===== src/rtl/ycd_pkg.sv =====
package ycd_pkg;
    localparam int unsigned PH_W = 2;
    typedef logic [PH_W-1:0] phase_t;

    // last byte slot of a group per stream kind
    localparam phase_t LAST_YC  = phase_t'(3);
    localparam phase_t LAST_RGB = phase_t'(2);

    // slot in which a pixel can complete
    localparam phase_t SLOT_PAIR_A = phase_t'(2);
    localparam phase_t SLOT_PAIR_B = phase_t'(3);
endpackage


===== src/rtl/ycd_phase_track.sv =====
module ycd_phase_track
    import ycd_pkg::*;
(
    input  logic   clk,
    input  logic   rst_n,
    input  logic   byte_en_i,
    input  logic   line_start_i,
    input  logic   rgb_i,
    output phase_t phase_o
);
    typedef struct packed {
        phase_t ph;
    } trk_t;

    trk_t   trk_d, trk_q;
    phase_t cur;
    phase_t last;

    always_comb begin
        trk_d = trk_q;
        cur   = line_start_i ? '0 : trk_q.ph;
        last  = rgb_i ? LAST_RGB : LAST_YC;
        if (byte_en_i) begin
            trk_d.ph = (cur >= last) ? '0 : cur + phase_t'(1);
        end else begin
            trk_d.ph = cur;
        end
        phase_o = cur;
    end

    always_ff @(posedge clk or negedge rst_n) begin
        if (!rst_n) trk_q <= '0;
        else        trk_q <= trk_d;
    end


    phase_hold_chk: assert property (@(posedge clk) disable iff (!rst_n)
        (!byte_en_i && !line_start_i) |=> $stable(trk_q.ph));


    sol_phase_chk: assert property (@(posedge clk) disable iff (!rst_n)
        (byte_en_i && line_start_i) |=> (trk_q.ph == phase_t'(1)));


    sol_idle_chk: assert property (@(posedge clk) disable iff (!rst_n)
        (!byte_en_i && line_start_i) |=> (trk_q.ph == '0));
endmodule


===== src/rtl/ycd_pair_build.sv =====
module ycd_pair_build
    import ycd_pkg::*;
#(
    parameter int unsigned W = 8
) (
    input  logic         clk,
    input  logic         rst_n,
    input  logic         byte_en_i,
    input  phase_t       phase_i,
    input  logic         rgb_i,
    input  logic         swap_i,
    input  logic [W-1:0] data_i,
    output logic         emit_o,
    output logic [W-1:0] c0_o,
    output logic [W-1:0] c1_o,
    output logic [W-1:0] c2_o
);
    typedef struct packed {
        logic [W-1:0] head;   // first chroma or first RGB byte
        logic [W-1:0] mid;    // held luma or green
        logic [W-1:0] tail;   // second chroma, kept for the second pixel
    } hold_t;

    hold_t        hold_d, hold_q;
    logic [W-1:0] first_b, mid_b, last_b;
    logic [W-1:0] lo_b, hi_b;

    always_comb begin
        hold_d  = hold_q;
        emit_o  = 1'b0;
        first_b = hold_q.head;
        mid_b   = hold_q.mid;
        last_b  = hold_q.tail;
        if (byte_en_i) begin
            case (phase_i)
                phase_t'(0): hold_d.head = data_i;
                phase_t'(1): hold_d.mid  = data_i;
                SLOT_PAIR_A: begin
                    if (!rgb_i) hold_d.tail = data_i;
                    emit_o = 1'b1;
                    last_b = data_i;
                end
                SLOT_PAIR_B: begin
                    emit_o = !rgb_i;
                    mid_b  = data_i;
                end
                default: ;
            endcase
        end
        lo_b = swap_i ? last_b  : first_b;
        hi_b = swap_i ? first_b : last_b;
        if (rgb_i) begin
            c0_o = lo_b;
            c1_o = mid_b;
            c2_o = hi_b;
        end else begin
            c0_o = mid_b;
            c1_o = lo_b;
            c2_o = hi_b;
        end
    end

    always_ff @(posedge clk or negedge rst_n) begin
        if (!rst_n) hold_q <= '0;
        else        hold_q <= hold_d;
    end


    rgb_gap_chk: assert property (@(posedge clk) disable iff (!rst_n)
        (emit_o && rgb_i) |=> !emit_o);
endmodule


===== src/rtl/ycd_range_flip.sv =====
module ycd_range_flip #(
    parameter int unsigned W = 8,
    parameter int unsigned N = 3
) (
    input  logic           rev_i,
    input  logic [N*W-1:0] comp_i,
    output logic [N*W-1:0] comp_o
);
    localparam logic [W-1:0] FULL = {W{1'b1}};

    for (genvar k = 0; k < N; k++) begin : g_comp
        assign comp_o[k*W +: W] = rev_i ? (FULL - comp_i[k*W +: W]) : comp_i[k*W +: W];
    end
endmodule


===== src/rtl/ycd_deint.sv =====
module ycd_deint
    import ycd_pkg::*;
#(
    parameter int unsigned W = 8
) (
    input  logic         clk,
    input  logic         rst_n,
    input  logic [W-1:0] byte_i,
    input  logic         byte_en_i,
    input  logic         line_start_i,
    input  logic         rgb_mode_i,
    input  logic         order_swap_i,
    input  logic         range_rev_i,
    output logic         pix_valid_o,
    output logic [W-1:0] pix_c0_o,
    output logic [W-1:0] pix_c1_o,
    output logic [W-1:0] pix_c2_o
);
    localparam int unsigned NCOMP = 3;

    typedef struct packed {
        logic         vld;
        logic [W-1:0] c0;
        logic [W-1:0] c1;
        logic [W-1:0] c2;
    } out_t;

    out_t             out_d, out_q;
    phase_t           phase;
    logic             emit;
    logic [W-1:0]     raw0, raw1, raw2;
    logic [NCOMP*W-1:0] flat_raw, flat_fix;

    ycd_phase_track i_phase (
        .clk          (clk),
        .rst_n        (rst_n),
        .byte_en_i    (byte_en_i),
        .line_start_i (line_start_i),
        .rgb_i        (rgb_mode_i),
        .phase_o      (phase)
    );

    ycd_pair_build #(.W(W)) i_pair (
        .clk       (clk),
        .rst_n     (rst_n),
        .byte_en_i (byte_en_i),
        .phase_i   (phase),
        .rgb_i     (rgb_mode_i),
        .swap_i    (order_swap_i),
        .data_i    (byte_i),
        .emit_o    (emit),
        .c0_o      (raw0),
        .c1_o      (raw1),
        .c2_o      (raw2)
    );

    assign flat_raw = {raw2, raw1, raw0};

    ycd_range_flip #(.W(W), .N(NCOMP)) i_flip (
        .rev_i  (range_rev_i),
        .comp_i (flat_raw),
        .comp_o (flat_fix)
    );

    always_comb begin
        out_d     = out_q;
        out_d.vld = emit;
        if (emit) begin
            out_d.c0 = flat_fix[0 +: W];
            out_d.c1 = flat_fix[W +: W];
            out_d.c2 = flat_fix[2*W +: W];
        end
    end

    always_ff @(posedge clk or negedge rst_n) begin
        if (!rst_n) out_q <= '0;
        else        out_q <= out_d;
    end

    assign pix_valid_o = out_q.vld;
    assign pix_c0_o    = out_q.c0;
    assign pix_c1_o    = out_q.c1;
    assign pix_c2_o    = out_q.c2;


    valid_needs_byte_chk: assert property (@(posedge clk) disable iff (!rst_n)
        pix_valid_o |-> $past(byte_en_i));


    out_hold_chk: assert property (@(posedge clk) disable iff (!rst_n)
        !pix_valid_o |-> ($stable(pix_c0_o) && $stable(pix_c1_o) && $stable(pix_c2_o)));
endmodule


===== config.mk =====
export PLATFORM = sky130hd
export DESIGN_NAME = ycd_deint
export DESIGN_NICKNAME = d
export VERILOG_FILES = /design/src/rtl/ycd_pkg.sv /design/src/rtl/ycd_phase_track.sv /design/src/rtl/ycd_pair_build.sv /design/src/rtl/ycd_range_flip.sv /design/src/rtl/ycd_deint.sv
export SDC_FILE = /design/constraint.sdc
export NUM_CORES = 1
export LEC_CHECK = 0
export BUFFER_PORTS_ARGS = -buffer_cell sky130_fd_sc_hd__buf_2
export CORE_MARGIN = 2
export CORE_UTILIZATION = 60
export DETAILED_ROUTE_END_ITERATION = 6
export GPL_TIMING_DRIVEN = 0
export PLACE_DENSITY = 0.86
export SLEW_MARGIN = 20
export SYNTH_ARGS = -nofsm -noshare
export SYNTH_HDL_FRONTEND = slang
export SYNTH_SLANG_ARGS = --single-unit

===== constraint.sdc =====
create_clock -name clk -period 3.3 [get_ports clk]
set_input_delay 0.495 -clock clk [delete_from_list [all_inputs] [get_ports clk]]
set_output_delay 0.495 -clock clk [all_outputs]
set_load 0.01 [all_outputs]

==> results of run 1 <==
## per-layer routing
metal / GRT usage / vias to the layer above / routed length, um
met1: 0.355 / 1081 / 3000
met3: 0.0455 / 8 / 267
met2: 0.369 / 56 / 2810
met5: 0 / - / 0
met4: 0.0714 / 0 / 80
li1: - / 1126 / -
## sequential cells by signal (all words and copies together), names as in the netlist
name,cells
i_pair.first_b,8
pix_c0_o,8
pix_valid_o,1
i_phase.trk_q,2
i_pair.hold_q,16
pix_c2_o,8
pix_c1_o,8
## cell usage after synthesis (2+ instances only)
| library cell | instances |
|---|---|
| buf_1 | 2 |
| nor3_1 | 4 |
| buf_2 | 3 |
| a21oi_1 | 3 |
| nand2b_1 | 2 |
| buf_4 | 2 |
| nor3b_1 | 8 |
| buf_6 | 3 |
| o211ai_1 | 8 |
| nor2_1 | 15 |
| inv_1 | 2 |
| mux2_2 | 39 |
| dfrtp_1 | 51 |
| xor2_1 | 7 |
| a22oi_1 | 7 |
| nand2_1 | 36 |
| clkbuf_1 | 12 |
| mux2i_1 | 17 |
| o21ai_1 | 2 |
| o21ai_0 | 29 |
| xnor2_1 | 16 |
| nor2b_1 | 6 |
| nand3b_1 | 12 |
## logic make-up after synthesis
kind of cell | Yosys count | share of synthesized area
AND/OR/NAND/NOR | 89 | 0.160
multiplexers | 56 | 0.202
AO/OA/AOI/OAI | 52 | 0.102
flip-flops | 51 | 0.423
buffers and inverters | 25 | 0.0423
XOR/XNOR | 23 | 0.0667
adder cells (fa/ha/maj) | 1 | 0.00414
## per-stage QoR
stage / total power, W / cell area, um2
4_1_cts: 0.00188 / 3360
2_1_floorplan: 0.00131 / 3020
6_report: 0.00186 / 3360
3_5_place_dp: 0.00155 / 3290
5_1_grt: 0.00201 / 3360
3_3_place_gp: 0.00152 / 3290
## final timing paths
path | startpoint | to | slack (ns) | depth (start not counted)
max | i_phase.trk_q[0] | pix_c1_o[7] | 1.35 | 7
min reg2reg | pix_c0_o[3] | pix_c0_o[3] | 0.47 | 2
min in group clk | line_start_i | i_phase.trk_q[1] | 0.42 | 2
max in group asynchronous | rst_n | pix_c0_o[4] | 2.68 | 1
min | rst_n | i_pair.first_b[2] | 0.21 | 1
max reg2reg | i_phase.trk_q[0] | pix_c1_o[7] | 1.35 | 7
## cell type report
class	instances	area, um2	area share
Inverter	3	11.3	0.00335
Buffer	22	116	0.0346
Tap cell	67	83.8	0.0249
Multi-Input combinational cell	221	1620	0.480
Sequential cell	51	1280	0.379
Timing Repair Buffer	37	188	0.0558
Clock buffer	6	72.6	0.0216
## power breakdown
part           switching (W)  internal [W]
sequential          0.000101      0.000802
combinational       0.000329      0.000304
clock               0.000185      0.000142
==> summary.txt, run 1 <==
Clocking
  – Post-CTS Hold Buffers: 0
  – Max Root-Sink Buffers: 2
  – Post-CTS Setup Bufs: 0
  – CTS H-tree lvls: 2
  – Worst-Skew Late Latency: 0.30 ns
  – PostCTS Resize Cnt: 0
  – CTS Buf Count: 5
  – Clk slew on worst S/H paths: 0.08 ns
  – Root Buffer: clkbuf_8
  – CTS tree: done
  – CTS sink cnt: 51

STA
  – Sum Neg Setup Slack: 0 ns
  – Hold Fails Final Rpt: 0
  – Final period demand of the worst path: 1.95 ns
  – Slew Limit Fails: 0
  – Slew HR: 0.513
  – RSZ-0062 raised after global routing: false
  – Least-Margin Pin Slew: 0.727 ns
  – Highest clock rate: 512 MHz
  – Final Worst Setup Slack: 1.35 ns
  – Hold Slack: 0.212 ns
  – Final setup viols: 0
  – Period utilization: 0.592
  – Worst clock skew: 0.00492 ns

Floorplanning
  – Die Ht: 74.9 um
  – FP Rows: 25
  – Die width: 74.9 um
  – IO Pins: 40
  – Starting Density: 0.631
  – Die ar.: 0.00562 mm2
  – Placeable Area: 0.00479 mm2

Critical path
  – Slowest stage delay, CP: 0.41 ns
  – Slowest CP cell: or4_1
  – Startpoint Class: flop
  – Worst-path maximum fanout: 10
  – Worst path most repeated cell: buf_6
  – Worst-path cell chain: buf_6 > and4bb_1 > buf_6 > mux2i_1 > a21oi_1 > or4_1 > nand3_1
  – Crit path DAT: 2.19 ns
  – Worst setup path class: reg -> reg
  – Required time worst endpoint: 3.53 ns
  – Crit path capture type: flop
  – Delay-heaviest family, CP: simple AND/OR/NAND/NOR gates
  – Crit path buf inv count: 2

Final layout
  – Share of layout cells above drive strength 1: 0.274
  – Final Non-Filler Cells: 407
  – Area grow syn2layout: 11.4%
  – N_diodes: 0
  – Commonest non-fill, non-tap cell in the layout: dfrtp_1
  – Fill cells: 387
  – Commonest non-fill, non-tap cells in the layout: 51 x dfrtp_1, 39 x buf_2, 39 x mux2_2, 36 x nand2_1, 29 x o21ai_0
  – Layout Utilization: 0.703
  – Fin nets: 357

Hold path
  – Min-Delay Path Class: in -> async

Routing
  – DRT Pass-1 Iters: 4
  – Vias per cell: 5.58
  – DRC: 0
  – Antenna Violating Nets Remaining: 0
  – DR iter-0 viols: 116
  – Wire length per cell: 15.1 um
  – Detailed Route WL: 6160 um
  – DR vias: 2271

Placement
  – Placement Setup Slack: 1.15 ns
  – Number of port buffers: 37
  – RePlAce Congestion: 0.933
  – Placed Cells incl. Taps: 401
  – Detail Placement HPWL: 4760 um

Global route
  – Largest net degree at the start of global routing: 52
  – Vias in the first global route: 2091
  – First-pass GRT wire length: 10300 um
  – Global route overflow: 0
  – Antenna violations before repair: 0
  – GRT Util Overall: 0.243

Status
  – Status: complete, no violations

Synthesis
  – Sequential fraction of the synthesis area: 0.423
  – Post-synth EDFFs: 0
  – Mapped cell area: 0.00302 mm2
  – Post-synthesis register bit count: 51
  – Primary FF master, synth: dfrtp_1
  – Post-synth top area cell: dfrtp_1
  – Synth warnings: 0
  – FFs w/ async S/R, synth: 1.00
  – Syn nets: 313
  – Synth top area share: 0.423
  – Gate Count Post-Synth: 297
  – Distinct cells, synth: 34
  – Dominant cells by area after synthesis: dfrtp_1 42%, mux2_2 15%, mux2i_1 5.6%
  – Syn Area/Cell: 10.2 um2

Power
  – Cell Pwr Density: 553 mW/mm2
  – Pleak: 1.44 nW
  – Peak supply drop: 0.278 mV

Job
  – Number of max-cap violations: 0
Note: power is estimated with default switching activity, not from simulation.
==> run 2: changes to the inputs <==
ABC_AREA = 1   (was unset)
CORE_UTILIZATION = 53   (was 60)
PLACE_DENSITY = 0.8   (was 0.86)
clock period = 1.59 ns   (was 3.3 ns; I/O delays follow)
==> summary.txt, run 2 <==
STA
  – Final period demand of the worst path: 1.59 ns (-0.367 ns)
  – Sum Neg Setup Slack: 0 ns (unchanged)
  – Period utilization: 0.998 (+0.406)
  – Least-Margin Pin Slew: 0.665 ns (-0.0629 ns)
  – Hold Fails Final Rpt: 0 (unchanged)
  – Slew HR: 0.557 (+0.0441)
  – Final setup viols: 0 (unchanged)
  – Worst clock skew: 0.0117 ns (+0.00677 ns)
  – Highest clock rate: 630 MHz (+23%)
  – Slew Limit Fails: 0 (unchanged)
  – RSZ-0062 raised after global routing: true

Final layout
  – Layout Utilization: 0.675 (-0.0280)
  – Fin area: 0.00400 mm2 (+19%)
  – Fin nets: 557 (+56%)
  – Max reg flops: 16 (unchanged)
  – Area grow syn2layout: 22.7%
  – Share of layout cells above drive strength 1: 0.269 (-0.00416)
  – Largest Register: i_pair.hold_q
  – Fill cells: 512 (+32%)
  – Final Non-Filler Cells: 617 (+52%)
  – N_diodes: 0 (unchanged)
  – Commonest non-fill, non-tap cell in the layout: nand2_1
  – Commonest non-fill, non-tap cells in the layout: 149 x nand2_1, 85 x nand3_1, 51 x dfrtp_1, 45 x buf_2, 27 x inv_1

Clocking
  – Clk slew on worst S/H paths: 0.10 ns (+0.02 ns)
  – CTS tree: done
  – CTS Buf Count: 5 (unchanged)
  – Root Buffer: clkbuf_8
  – Worst-Skew Late Latency: 0.32 ns (+0.02 ns)
  – Max Root-Sink Buffers: 2 (unchanged)
  – CTS sink cnt: 51 (unchanged)
  – CTS H-tree lvls: 2 (unchanged)

Status
  – Status: complete, no violations

Power
  – Pleak: 2.04 nW (+42%)
  – Clock power share: 0.187 (+0.012)
  – Internal power: 0.00273 W (+120%)
  – Cell Pwr Density: 1120 mW/mm2 (+100%)
  – Register share of total power: 0.428 (-0.057)
  – Comb power frac: 0.385 (+0.045)
  – Peak supply drop: 0.622 mV (+120%)
  – P_sw: 0.00176 W (+190%)
  – Sw frac: 0.392 (+0.0617)

Routing
  – DR vias: 3647 (+61%)
  – DRC: 0 (unchanged)
  – Antenna Violating Nets Remaining: 0 (unchanged)
  – DRT Pass-1 Iters: 6 (+2)
  – DR iter-0 viols: 443 (+280%)
  – Detailed Route WL: 10400 um (+69%)
  – Vias per cell: 5.91 (+5.9%)
  – Wire length per cell: 16.9 um (+12%)

Synthesis
  – Syn nets: 496 (+58%)
  – FFs w/ async S/R, synth: 1.00 (unchanged)
  – Post-synth top cells: 158 x nand2_1, 102 x nand3_1, 51 x dfrtp_1, 34 x o21ai_0, 28 x inv_1
  – Post-synth top area cell: dfrtp_1
  – Most common cell in the synthesized netlist: nand2_1
  – Distinct cells, synth: 24 (-29%)
  – Synth warnings: 0 (unchanged)
  – Synth top area share: 0.392 (-0.0307)
  – Syn Area/Cell: 6.78 um2 (-33%)
  – Simple-gate area share of the yosys netlist: 0.428 (+0.268)
  – Dominant cells by area after synthesis: dfrtp_1 39%, nand2_1 18%, nand3_1 16%
  – Post-synthesis register bit count: 51 (unchanged)
  – Post-synth EDFFs: 0 (unchanged)
  – Synth Area in Adders: 0.00384 (-0.000301)
  – Post-synthesis mux area share: 0 (-0.202)
  – Gate Count Post-Synth: 480 (+62%)
  – Mapped cell area: 0.00326 mm2 (+7.8%)
  – Sequential fraction of the synthesis area: 0.392 (-0.0307)
  – Primary FF master, synth: dfrtp_1
  – Synth Area in XOR/XNOR: 0 (-0.0667)
  – Largest family of logic cells by synthesized area: simple AND/OR/NAND/NOR gates
  – Compound-gate portion of the synthesized area: 0.0926 (-0.00974)

Critical path
  – Worst-path maximum fanout: 5 (-5)
  – Startpoint Class: flop
  – Worst setup path class: reg -> reg
  – R2R Path Start: i_phase.trk_q[0]
  – Required time worst endpoint: 1.79 ns (-1.74 ns)
  – Worst setup startpoint: i_phase.trk_q[0]
  – Crit path DAT: 1.79 ns (-0.40 ns)
  – Crit path capture type: flop

Global route
  – GRT Util Overall: 0.316 (+0.0731)
  – Global route overflow: 0 (unchanged)
  – Vias in the first global route: 3101 (+48%)
  – Largest net degree at the start of global routing: 52 (unchanged)
  – Antenna violations before repair: 0 (unchanged)
  – First-pass GRT wire length: 15900 um (+54%)

Floorplanning
  – Die width: 82.4 um (+9.9%)
  – Starting Density: 0.550 (-0.0810)
  – IO Pins: 40 (unchanged)
  – Placeable Area: 0.00592 mm2 (+24%)
  – Die Ht: 82.4 um (+9.9%)
  – FP Rows: 28 (+12%)
  – Die ar.: 0.00679 mm2 (+21%)

Placement
  – Placed Cells incl. Taps: 592 (+48%)
  – Number of port buffers: 37 (unchanged)
  – RePlAce Congestion: 0.990 (+6.1%)
  – Detail Placement HPWL: 7080 um (+49%)
  – Placed inst area: 0.00353 mm2 (+7.5%)

Hold path
  – Hold Path Origin: range_rev_i
  – Min-Delay Path Class: in -> reg

Job
  – Number of max-cap violations: 0 (unchanged)
-- run 2: through the flow --
| step | hold WS, ns | worst slack (ns) | total power [W] |
|---|---|---|---|
| 6_report | 0.298 | 0.00294 | 0.00449 |
| 3_3_place_gp | 0.457 | -0.0725 | 0.00344 |
| 2_1_floorplan | -0.0571 | 0.221 | 0.00292 |
| 3_5_place_dp | 0.461 | -0.0809 | 0.00349 |
| 4_1_cts | 0.188 | 0.000377 | 0.00433 |
| 5_1_grt | 0.323 | -0.106 | 0.00483 |
-- run 2: power by group through the flow --
stage	Combinational, W	Clock [W]	Sequential, W
5_1_grt	0.00195	0.000907	0.00197
3_5_place_dp	0.00156	0	0.00193
3_3_place_gp	0.00152	0	0.00191
4_1_cts	0.00158	0.000849	0.00191
2_1_floorplan	0.000920	0	0.00200
6_report	0.00173	0.000841	0.00192
-- run 2: layer usage --
layer / up-vias / GRT usage / routed length [um] / share of wire
met5: - / 0 / 0 / 0
met4: 0 / 0.138 / 393 / 0.038
met3: 44 / 0.0478 / 925 / 0.089
met2: 247 / 0.496 / 4860 / 0.47
met1: 1646 / 0.431 / 4250 / 0.41
li1: 1710 / - / - / -
-- run 2: kinds of logic (layout without fill, tap and decap cells) --
logic type,after synthesis,after routing
and+or+nand+nor,312,312
buffers and inverters,63,125
AOI/OAI and AO/OA,53,53
DFF,51,51
adders and majority gates,1,1
-- run 2: path summary, 6_finish.rpt --
path	slack (ns)	end	cells past startpoint
hold reg to reg	0.48	pix_c0_o[4]	2
setup / recovery	0.003	pix_c1_o[6]	10
hold / removal	0.30	pix_c2_o[0]	3
max in group asynchronous	0.64	i_pair.hold_q[11]	2
setup reg to reg	0.003	pix_c1_o[6]	10
min in group asynchronous	0.49	pix_c2_o[7]	2
-- run 2: area by class of cell --
type,count,area [um2],area share
multi-input cells,366,1890,0.473
inverters,33,124,0.0310
plain buffers,30,176,0.0442
repair buffers,54,337,0.0842
well taps,75,93.8,0.0235
clock buffers,8,100,0.0251
flip-flops and latches,51,1280,0.319
-- run 2: repair_timing --
item | in CTS | in global routing
endpoints found under the setup margin | 21 | 36
hold buffers | 0 | 1
cloned | 0 | 2
hold endpoints to repair | 0 | 13
pin swaps | 0 | 15
gates resized for setup | 8 | 63
buffers inserted | 2 | 12
-- run 2: critical path, stage by stage (launching register included) --
cell and delay, ns:
dfrtp_1 0.44, inv_2 0.08, nand4_1 0.09, buf_6 0.15, buf_2 0.15, nand2_1 0.08
nand3_1 0.14, nand3_1 0.12, nand3_1 0.08, nand3_1 0.10, nand2_1 0.05
